`config.mk`:
```
export PLATFORM = sky130hd
export DESIGN_NAME = sprite_pixel_mixer
export DESIGN_NICKNAME = d
export VERILOG_FILES = /design/src/rtl/spx_pkg.sv /design/src/rtl/spx_axis_flip.sv /design/src/rtl/spx_color_remap.sv /design/src/rtl/spx_prio_select.sv /design/src/rtl/sprite_pixel_mixer.sv
export SDC_FILE = /design/constraint.sdc
export NUM_CORES = 1
export LEC_CHECK = 0
export CAP_MARGIN = 20
export CELL_PAD_IN_SITES_DETAIL_PLACEMENT = 0
export CELL_PAD_IN_SITES_GLOBAL_PLACEMENT = 2
export CORE_MARGIN = 1.5
export CORE_UTILIZATION = 30
export CTS_BUF_LIST = sky130_fd_sc_hd__clkbuf_8
export CTS_CLUSTER_SIZE = 25
export DETAILED_ROUTE_END_ITERATION = 10
export DONT_BUFFER_PORTS = 1
export HOLD_SLACK_MARGIN = 0.06
export PLACE_DENSITY = 0.76
export SLEW_MARGIN = 10
export SYNTH_ARGS = -nofsm -noshare
export SYNTH_HDL_FRONTEND = slang
export SYNTH_SLANG_ARGS = --single-unit
```
`constraint.sdc`:
```
create_clock -name clk -period 2 [get_ports clk]
set_clock_uncertainty 0.1 [all_clocks]
set_input_delay 0.6 -clock clk [delete_from_list [all_inputs] [get_ports clk]]
set_output_delay 0.6 -clock clk [all_outputs]
set_load 0.03 [all_outputs]
```
`src/rtl/spx_pkg.sv`:
```
package spx_pkg;

    typedef enum logic [1:0] {
        SRC_NONE = 2'd0,
        SRC_L0   = 2'd1,
        SRC_L1   = 2'd2,
        SRC_SPR  = 2'd3
    } src_e;

    typedef enum logic [1:0] {
        DEP_OFF   = 2'd0,
        DEP_BACK  = 2'd1,
        DEP_MID   = 2'd2,
        DEP_FRONT = 2'd3
    } depth_e;

    // Largest index that fits a sprite axis of size 8 << code.
    function automatic logic [6:0] axis_mask(input logic [1:0] code);
        logic [6:0] sz;
        sz = 7'd8 << code;
        return sz - 7'd1;
    endfunction

endpackage

```
`src/rtl/spx_axis_flip.sv`:
```
module spx_axis_flip #(
    parameter int COORD_W = 6
) (
    input  logic [COORD_W-1:0] pos,
    input  logic [1:0]         size_code,
    input  logic               mirror,
    output logic [COORD_W-1:0] texel
);
    import spx_pkg::*;

    logic [6:0]         full_mask;
    logic [COORD_W-1:0] mask;
    logic [COORD_W-1:0] folded;

    always_comb begin
        full_mask = axis_mask(size_code);
        mask      = full_mask[COORD_W-1:0];
        folded    = pos & mask;
        texel     = mirror ? (mask - folded) : folded;
    end
endmodule

```
`src/rtl/spx_color_remap.sv`:
```
module spx_color_remap #(
    parameter int RAW_W = 4,
    parameter int PAL_W = 4
) (
    input  logic [RAW_W-1:0]       raw,
    input  logic [PAL_W-1:0]       bank,
    output logic [PAL_W+RAW_W-1:0] idx,
    output logic                   opaque
);
    always_comb begin
        opaque = (raw != '0);
        idx    = {bank, raw};
    end
endmodule

```
`src/rtl/spx_prio_select.sv`:
```
module spx_prio_select #(
    parameter int IDX_W = 8
) (
    input  logic [IDX_W-1:0] l0,
    input  logic [IDX_W-1:0] l1,
    input  logic [IDX_W-1:0] spr,
    input  logic             spr_opaque,
    input  spx_pkg::depth_e  depth,
    output logic [IDX_W-1:0] pix,
    output spx_pkg::src_e    src
);
    import spx_pkg::*;

    logic l0_on, l1_on, s_on;

    always_comb begin
        l0_on = (l0 != '0);
        l1_on = (l1 != '0);
        s_on  = spr_opaque && (depth != DEP_OFF);
        pix   = '0;
        src   = SRC_NONE;
        unique case (depth)
            DEP_FRONT: begin
                if (s_on)       begin pix = spr; src = SRC_SPR; end
                else if (l1_on) begin pix = l1;  src = SRC_L1;  end
                else if (l0_on) begin pix = l0;  src = SRC_L0;  end
            end
            DEP_MID: begin
                if (l1_on)      begin pix = l1;  src = SRC_L1;  end
                else if (s_on)  begin pix = spr; src = SRC_SPR; end
                else if (l0_on) begin pix = l0;  src = SRC_L0;  end
            end
            DEP_BACK: begin
                if (l1_on)      begin pix = l1;  src = SRC_L1;  end
                else if (l0_on) begin pix = l0;  src = SRC_L0;  end
                else if (s_on)  begin pix = spr; src = SRC_SPR; end
            end
            default: begin
                if (l1_on)      begin pix = l1;  src = SRC_L1;  end
                else if (l0_on) begin pix = l0;  src = SRC_L0;  end
            end
        endcase
    end
endmodule

```
`src/rtl/sprite_pixel_mixer.sv`:
```
module sprite_pixel_mixer #(
    parameter int COORD_W = 6,
    parameter int RAW_W   = 4,
    parameter int PAL_W   = 4
) (
    input  logic                     clk,
    input  logic                     rst,
    input  logic                     in_valid,
    input  logic [PAL_W+RAW_W-1:0]   l0_pix,
    input  logic [PAL_W+RAW_W-1:0]   l1_pix,
    input  logic [RAW_W-1:0]         spr_raw,
    input  logic [PAL_W-1:0]         spr_pal,
    input  logic [1:0]               spr_depth,
    input  logic                     spr_hflip,
    input  logic                     spr_vflip,
    input  logic [1:0]               spr_wsize,
    input  logic [1:0]               spr_hsize,
    input  logic [COORD_W-1:0]       spr_x,
    input  logic [COORD_W-1:0]       spr_y,
    output logic                     out_valid,
    output logic [PAL_W+RAW_W-1:0]   out_pix,
    output logic [1:0]               out_src,
    output logic [COORD_W-1:0]       tex_x,
    output logic [COORD_W-1:0]       tex_y
);
    import spx_pkg::*;

    localparam int IDX_W = PAL_W + RAW_W;
    localparam int N_AXIS = 2;

    logic [IDX_W-1:0]   spr_idx;
    logic               spr_opaque;
    logic [IDX_W-1:0]   mix_pix;
    src_e               mix_src;
    logic [COORD_W-1:0] ax_pos  [N_AXIS];
    logic [1:0]         ax_size [N_AXIS];
    logic               ax_mir  [N_AXIS];
    logic [COORD_W-1:0] ax_tex  [N_AXIS];

    spx_color_remap #(.RAW_W(RAW_W), .PAL_W(PAL_W)) u_remap (
        .raw    (spr_raw),
        .bank   (spr_pal),
        .idx    (spr_idx),
        .opaque (spr_opaque)
    );

    spx_prio_select #(.IDX_W(IDX_W)) u_prio (
        .l0         (l0_pix),
        .l1         (l1_pix),
        .spr        (spr_idx),
        .spr_opaque (spr_opaque),
        .depth      (depth_e'(spr_depth)),
        .pix        (mix_pix),
        .src        (mix_src)
    );

    always_comb begin
        ax_pos[0]  = spr_x;     ax_pos[1]  = spr_y;
        ax_size[0] = spr_wsize; ax_size[1] = spr_hsize;
        ax_mir[0]  = spr_hflip; ax_mir[1]  = spr_vflip;
    end

    for (genvar a = 0; a < N_AXIS; a++) begin : g_axis
        spx_axis_flip #(.COORD_W(COORD_W)) u_flip (
            .pos       (ax_pos[a]),
            .size_code (ax_size[a]),
            .mirror    (ax_mir[a]),
            .texel     (ax_tex[a])
        );
    end

    always_ff @(posedge clk) begin
        if (rst) begin
            out_valid <= 1'b0;
            out_pix   <= '0;
            out_src   <= SRC_NONE;
            tex_x     <= '0;
            tex_y     <= '0;
        end else begin
            out_valid <= in_valid;
            out_pix   <= mix_pix;
            out_src   <= mix_src;
            tex_x     <= ax_tex[0];
            tex_y     <= ax_tex[1];
        end
    end

    // valid follows the input by exactly one cycle
    p_valid_latency_r2: assert property (@(posedge clk) disable iff (rst)
        !$past(rst) |-> out_valid == $past(in_valid));

    // nothing opaque means index zero
    p_none_is_zero_r5: assert property (@(posedge clk) disable iff (rst)
        out_src == SRC_NONE |-> out_pix == '0);

    // a shown sprite never has raw colour zero
    p_sprite_opaque_r4: assert property (@(posedge clk) disable iff (rst)
        out_src == SRC_SPR |-> out_pix[RAW_W-1:0] != '0);

    // a front sprite with an opaque colour always wins
    p_front_wins_r9: assert property (@(posedge clk) disable iff (rst)
        (!$past(rst) && $past(spr_depth) == 2'd3 && $past(spr_raw) != '0)
        |-> out_src == SRC_SPR);

    // the column stays inside the sprite width
    p_tex_x_range_r11: assert property (@(posedge clk) disable iff (rst)
        !$past(rst) |-> {1'b0, tex_x} <= axis_mask($past(spr_wsize)));

    // a disabled sprite is never shown
    p_off_hidden_r6: assert property (@(posedge clk) disable iff (rst)
        (!$past(rst) && $past(spr_depth) == 2'd0) |-> out_src != SRC_SPR);
endmodule

```
# Word-level counts from Yosys, hierarchy flattened
# Cells that the tools add are included.
# word_totals
reg_bits	23
wordCells	41
# op_classes
addsub	4
eq_ne	3
shift	2
muxes	20
bitwise_logic	2
reduce_logical	5
# ops
cell	n
2-to-1 mux 8 bit	8
one-hot mux 8 bit (3 select lines)	1
nonzero test 8 bit	2
2-to-1 mux 2 bit	7
AND 6 bit	2
2-to-1 mux 6 bit	2
left shift 4 x 2 -> 6 bit (first input constant)	2
subtractor 6 x 1 -> 6 bit (second input constant)	2
subtractor 6 bit	2
one-hot mux 2 bit (3 select lines)	1
== test 2 bit (second input constant)	2
nonzero test 4 bit	1
== test 2 x 1 -> 1 bit (second input constant)	1
nonzero test 2 bit	1
logical AND 1 bit	1
2-to-1 mux 1 bit	1

# Depth between registers and ports, before layout
# depth
ltp_word	6
depth_mapped	7
mapped_depth_nobuf	5

# By module
# A second synthesis with hierarchy kept.
# unflattened
cells_unflattened	205
area_unflattened_um2	1699.1
# modules_own_cells
mod	instances	cells_per_inst	area_per_inst_um2	seq_area_each_um2
spx_prio_select	1	126	794.5	0.0
sprite_pixel_mixer	1	48	669.4	460.4
spx_axis_flip	2	11	83.8	0.0
spx_color_remap	1	9	67.6	0.0

# Worst setup path after synthesis
# OpenSTA, ideal clock, no wires.
# synth_path
path_type	input -> register
start	input port spr_raw[0]
end	register out_pix[5]
setup_ns	0.128
t_arrival_ns	1.861
t_required_ns	1.772
setup_slack_ns	-0.089
stages	6
path_buffers	1
path_cell_list	or4_1 buf_2 or3_1 o211ai_1 a221o_1 o22ai_1
# synth_via
elab_chain_len	6
word_cells_on_any_way	9
# synth_rtl
element	line_no	source
from (decl)	sprite_pixel_mixer.sv:11	input logic [RAW_W-1:0] spr_raw,
nonzero test 4 bit (*)	spx_color_remap.sv:11	opaque = (raw != '0);
logical AND 1 bit (*)	spx_prio_select.sv:19	s_on = spr_opaque && (depth != DEP_OFF);
2-to-1 mux 8 bit	spx_prio_select.sv:36	else if (s_on) begin pix = spr; src = SRC_SPR; end
2-to-1 mux 8 bit	spx_prio_select.sv:35	else if (l0_on) begin pix = l0; src = SRC_L0; end
2-to-1 mux 8 bit	spx_prio_select.sv:34	if (l1_on) begin pix = l1; src = SRC_L1; end
one-hot mux 8 bit (3 select lines) (*)	spx_prio_select.sv:22	unique case (depth)
to (signal assigned)	sprite_pixel_mixer.sv:81	out_pix <= mix_pix;
to (decl)	sprite_pixel_mixer.sv:21	output logic [PAL_W+RAW_W-1:0] out_pix,
# Mark *: on every way between the ends. The rest lies on a longest branch, timed or not.
# A chain may end at the register's enable or synchronous reset.

# Worst setup path in the final report
# layout_path
start	input port l1_pix[0]
end	register out_pix[0]
# layout_via
elab_chain_len	4
word_cells_on_any_way	6
# layout_rtl
element	line_no	source
from (decl)	sprite_pixel_mixer.sv:10	input logic [PAL_W+RAW_W-1:0] l1_pix,
nonzero test 8 bit	spx_prio_select.sv:18	l1_on = (l1 != '0);
2-to-1 mux 8 bit	spx_prio_select.sv:25	else if (l1_on) begin pix = l1; src = SRC_L1; end
2-to-1 mux 8 bit	spx_prio_select.sv:24	if (s_on) begin pix = spr; src = SRC_SPR; end
one-hot mux 8 bit (3 select lines) (*)	spx_prio_select.sv:22	
# Marked as above.

==> run_results.csv <==
group,metric,value,unit
status,status,"completed",
drt,vias,1409,
critical_path,path_buf_inv,2,
clock_tree,clockBufferDepth,2,
clock_tree,cts_setup_buffers,0,
synthesis,ys_warn_count,0,
place,port_buffers,0,
grt,antenna_found_initial,0,
sta,finalCritPeriodShare,93.9,%
sta,setup_viol,0,
synthesis,synth_mux_area_share,0.719,%
power_and_ir_drop,power_density,631,mW/mm^2
synthesis,synth.yosys.seq_area_share,33.1,%
critical_path,start_kind,"primary input",
clock_tree,cts_made_buffers,3,
floorplanning,die_height,71.1,um
drt,wirelength,4390,um
drt,ant_nets,0,
clock_tree,htree_levels,1,
synthesis,synth_area_leaders,"dfxtp_1 33%, nor2_1 6.5%, xnor2_1 6.3%, a21oi_1 4.3%, a211oi_1 3.8%",
critical_path,path_class,"in2reg",
synthesis,synth-edff-count,0,
power_and_ir_drop,p_int,703,uW
critical_path,path_cells,"nor4_2 > and2_1 > buf_4 > nand2b_1 > buf_4 > o22ai_1 > o31a_1",
cells_and_area,fill_cells,478,
power_and_ir_drop,combinationalPowerShare,13.1,%
cells_and_area,layout.nets,226,
sta,hold_slack,0.306,ns
synthesis,yosys.cell_types.count,44,
grt,overflow,0,
drt,via_per_inst,6.13,
grt,grt_max_degree,25,
sta,maxSlewViolCount,0,
synthesis,synth_top_family_by_area,"compound AO/OA/AOI/OAI gates",
synthesis,avgSynthCellArea,8.14,um^2
grt,grt_pass1_vias,1448,
cells_and_area,drive_above_1_share,14.0,%
critical_path,arrival,1.99,ns
synthesis,synth_top_area_share,33.1,%
grt,track_usage,17.3,%
floorplanning,core_area,0.00441,mm^2
floorplanning,io_pins,70,
clock_tree,clkSinkCount,23,
synthesis,async_flop_share,0,%
place,dpl_worst_slack,-0.177,ns
run,cap_violations,0,
synthesis,post-synth-top-count-cell,"nor2_1",
clock_tree,cts_tree,"yes",
cells_and_area,n_antenna_cell,0,
clock_tree,clk_pin_slew,0.09,ns
synthesis,syn-cell-area,0.00139,mm^2
grt,grt_first_pass_wirelength,6970,um
power_and_ir_drop,pwr-share-clk,29.9,%
synthesis,synth_common_cells,"24 x nor2_1, 23 x dfxtp_1, 12 x a21oi_1, 10 x xnor2_1, 9 x o21ai_0",
power_and_ir_drop,vdd_ir_drop_max,292,uV
floorplanning,die_area,0.00506,mm^2
drt,drt_iter0_drc,58,
floorplanning,num_rows,24,
synthesis,syn_inst,171,
sta,layout_min_cycle_time,1.88,ns
power_and_ir_drop,p_leak,0.000550,uW
power_and_ir_drop,p_sw_share,29.5,%
place,gp_congestion,0.899,
sta,slew_headroom,76.0,%
sta,fmax,533,MHz
critical_path,cpPeakStageDelay,0.37,ns
drt,drc_errors,0,
synthesis,synth_compound_area_share,30.1,%
synthesis,yosys.area.top_type,"dfxtp_1",
synthesis,synth-simple-area-share,23.5,%
drt,firstDrtPassIters,4,
critical_path,crit_top_cell,"buf_4",
synthesis,synth_adder_area_share,0.719,%
floorplanning,initial_core_util,31.5,%
critical_path,crit_slowest_cell,"nor4_2",
synthesis,synthFlopType,"dfxtp_1",
power_and_ir_drop,seqPwrFrac,57.0,%
worst_hold_path,hp-class,"in2reg",
floorplanning,fp.dieW,71.1,um
synthesis,synth_seq_cells,23,
place,dp_hpwl,3310,um
drt,routedWlPerCell,19.1,um
sta,worst_pin_slew,0.357,ns
sta,grt_setup_unrepaired,"no",
power_and_ir_drop,p_sw,295,uW
critical_path,end_kind,"register",
sta,hold_viol_final,0,
synthesis,syn_nets,218,
clock_tree,cts_root_buf,"clkbuf_8",
sta,fin_ws,0.123,ns
critical_path,path_max_fanout,6,
cells_and_area,area_growth,13.6,%
critical_path,path_delay_family,"simple AND/OR/NAND/NOR gates",
critical_path,critPathRequiredTime,2.11,ns
synthesis,synth_xor_area_share,7.55,%
-- placed cells by master (no fill, tap or decap), drive strengths merged, types with 3 or more instances in the layout --
master,Yosys,layout
and2,3,3
clkbuf,6,3
o21ai,9,9
nand2b,4,4
a21oi,12,12
a221oi,4,4
o211ai,3,3
a221o,3,3
nor4,6,6
a211oi,7,7
nand2,7,7
dfxtp,23,23
buf,5,14
xnor2,10,10
nor3,7,7
a311oi,3,3
o22ai,5,5
or3,3,3
nor2,24,24
-- routing by layer --
layer  vias up  share of wire [%]  global-route usage, %
li1        661                  -                      -
met5         -                  0                      0
met4         0                1.5                   6.50
met3         8                8.5                   5.27
met2        76                 49                   29.2
met1       664                 41                   20.6
-- metrics by stage --
| step | cell area (um^2) | total power (uW) | util, % | instances | setup TNS, ns |
|---|---|---|---|---|---|
| after floorplan | 1410 | 695 | - | 171 | -0.243 |
| after global placement | 1530 | 705 | 34.6 | 226 | -0.750 |
| after detailed placement | 1530 | 709 | 34.6 | 226 | -0.877 |
| after CTS | 1580 | 1010 | 35.7 | 230 | 0 |
| after global routing | 1580 | 1050 | 35.8 | 230 | 0 |
| final | 1580 | 997 | 35.8 | 230 | 0 |
-- what timing repair did --
item	4_1_cts	5_1_grt
hold buffers	0	0
resized for setup	0	1
setup endpoints to repair	0	1
-- cells by family after synthesis --
family,after synthesis
buffers and inverters,12
flip-flops,23
AND/OR/NAND/NOR,62
XOR/XNOR,12
multiplexers,1
AO/OA/AOI/OAI,60
adder cells (fa/ha/maj),1
-- power by group through the flow --
stage / Clock [uW] / Combinational (uW) / Sequential, uW
final: 298 / 131 / 568
after floorplan: 0 / 119 / 576
after detailed placement: 0 / 129 / 581
after global routing: 335 / 147 / 572
after CTS: 314 / 130 / 570
after global placement: 0 / 125 / 580
-- layout make-up --
type / instances / area [um^2] / share of cell area [%]
Clock buffer: 3 / 41.3 / 2.61
Clock inverter: 1 / 5.00 / 0.316
Inverter: 1 / 3.75 / 0.237
Multi-Input combinational cell: 136 / 888 / 56.2
Sequential cell: 23 / 460 / 29.1
Tap cell: 52 / 65.1 / 4.11
Timing Repair Buffer: 14 / 118 / 7.44
-- worst paths after layout --
check / start / end / slack (ns) / cells after the start
max: l1_pix[0] / out_pix[0]$_SDFF_PP0_ / 0.12 / 7
min: rst / out_valid$_SDFF_PP0_ / 0.31 / 1
-- state kept, by name, summed over array words and instances, names as in the netlist --
| register | cells |
|---|---|
| out_valid | 1 |
| tex_y | 6 |
| out_src | 2 |
| tex_x | 6 |
| out_pix | 8 |
Note: power is estimated with default switching activity, not from simulation.
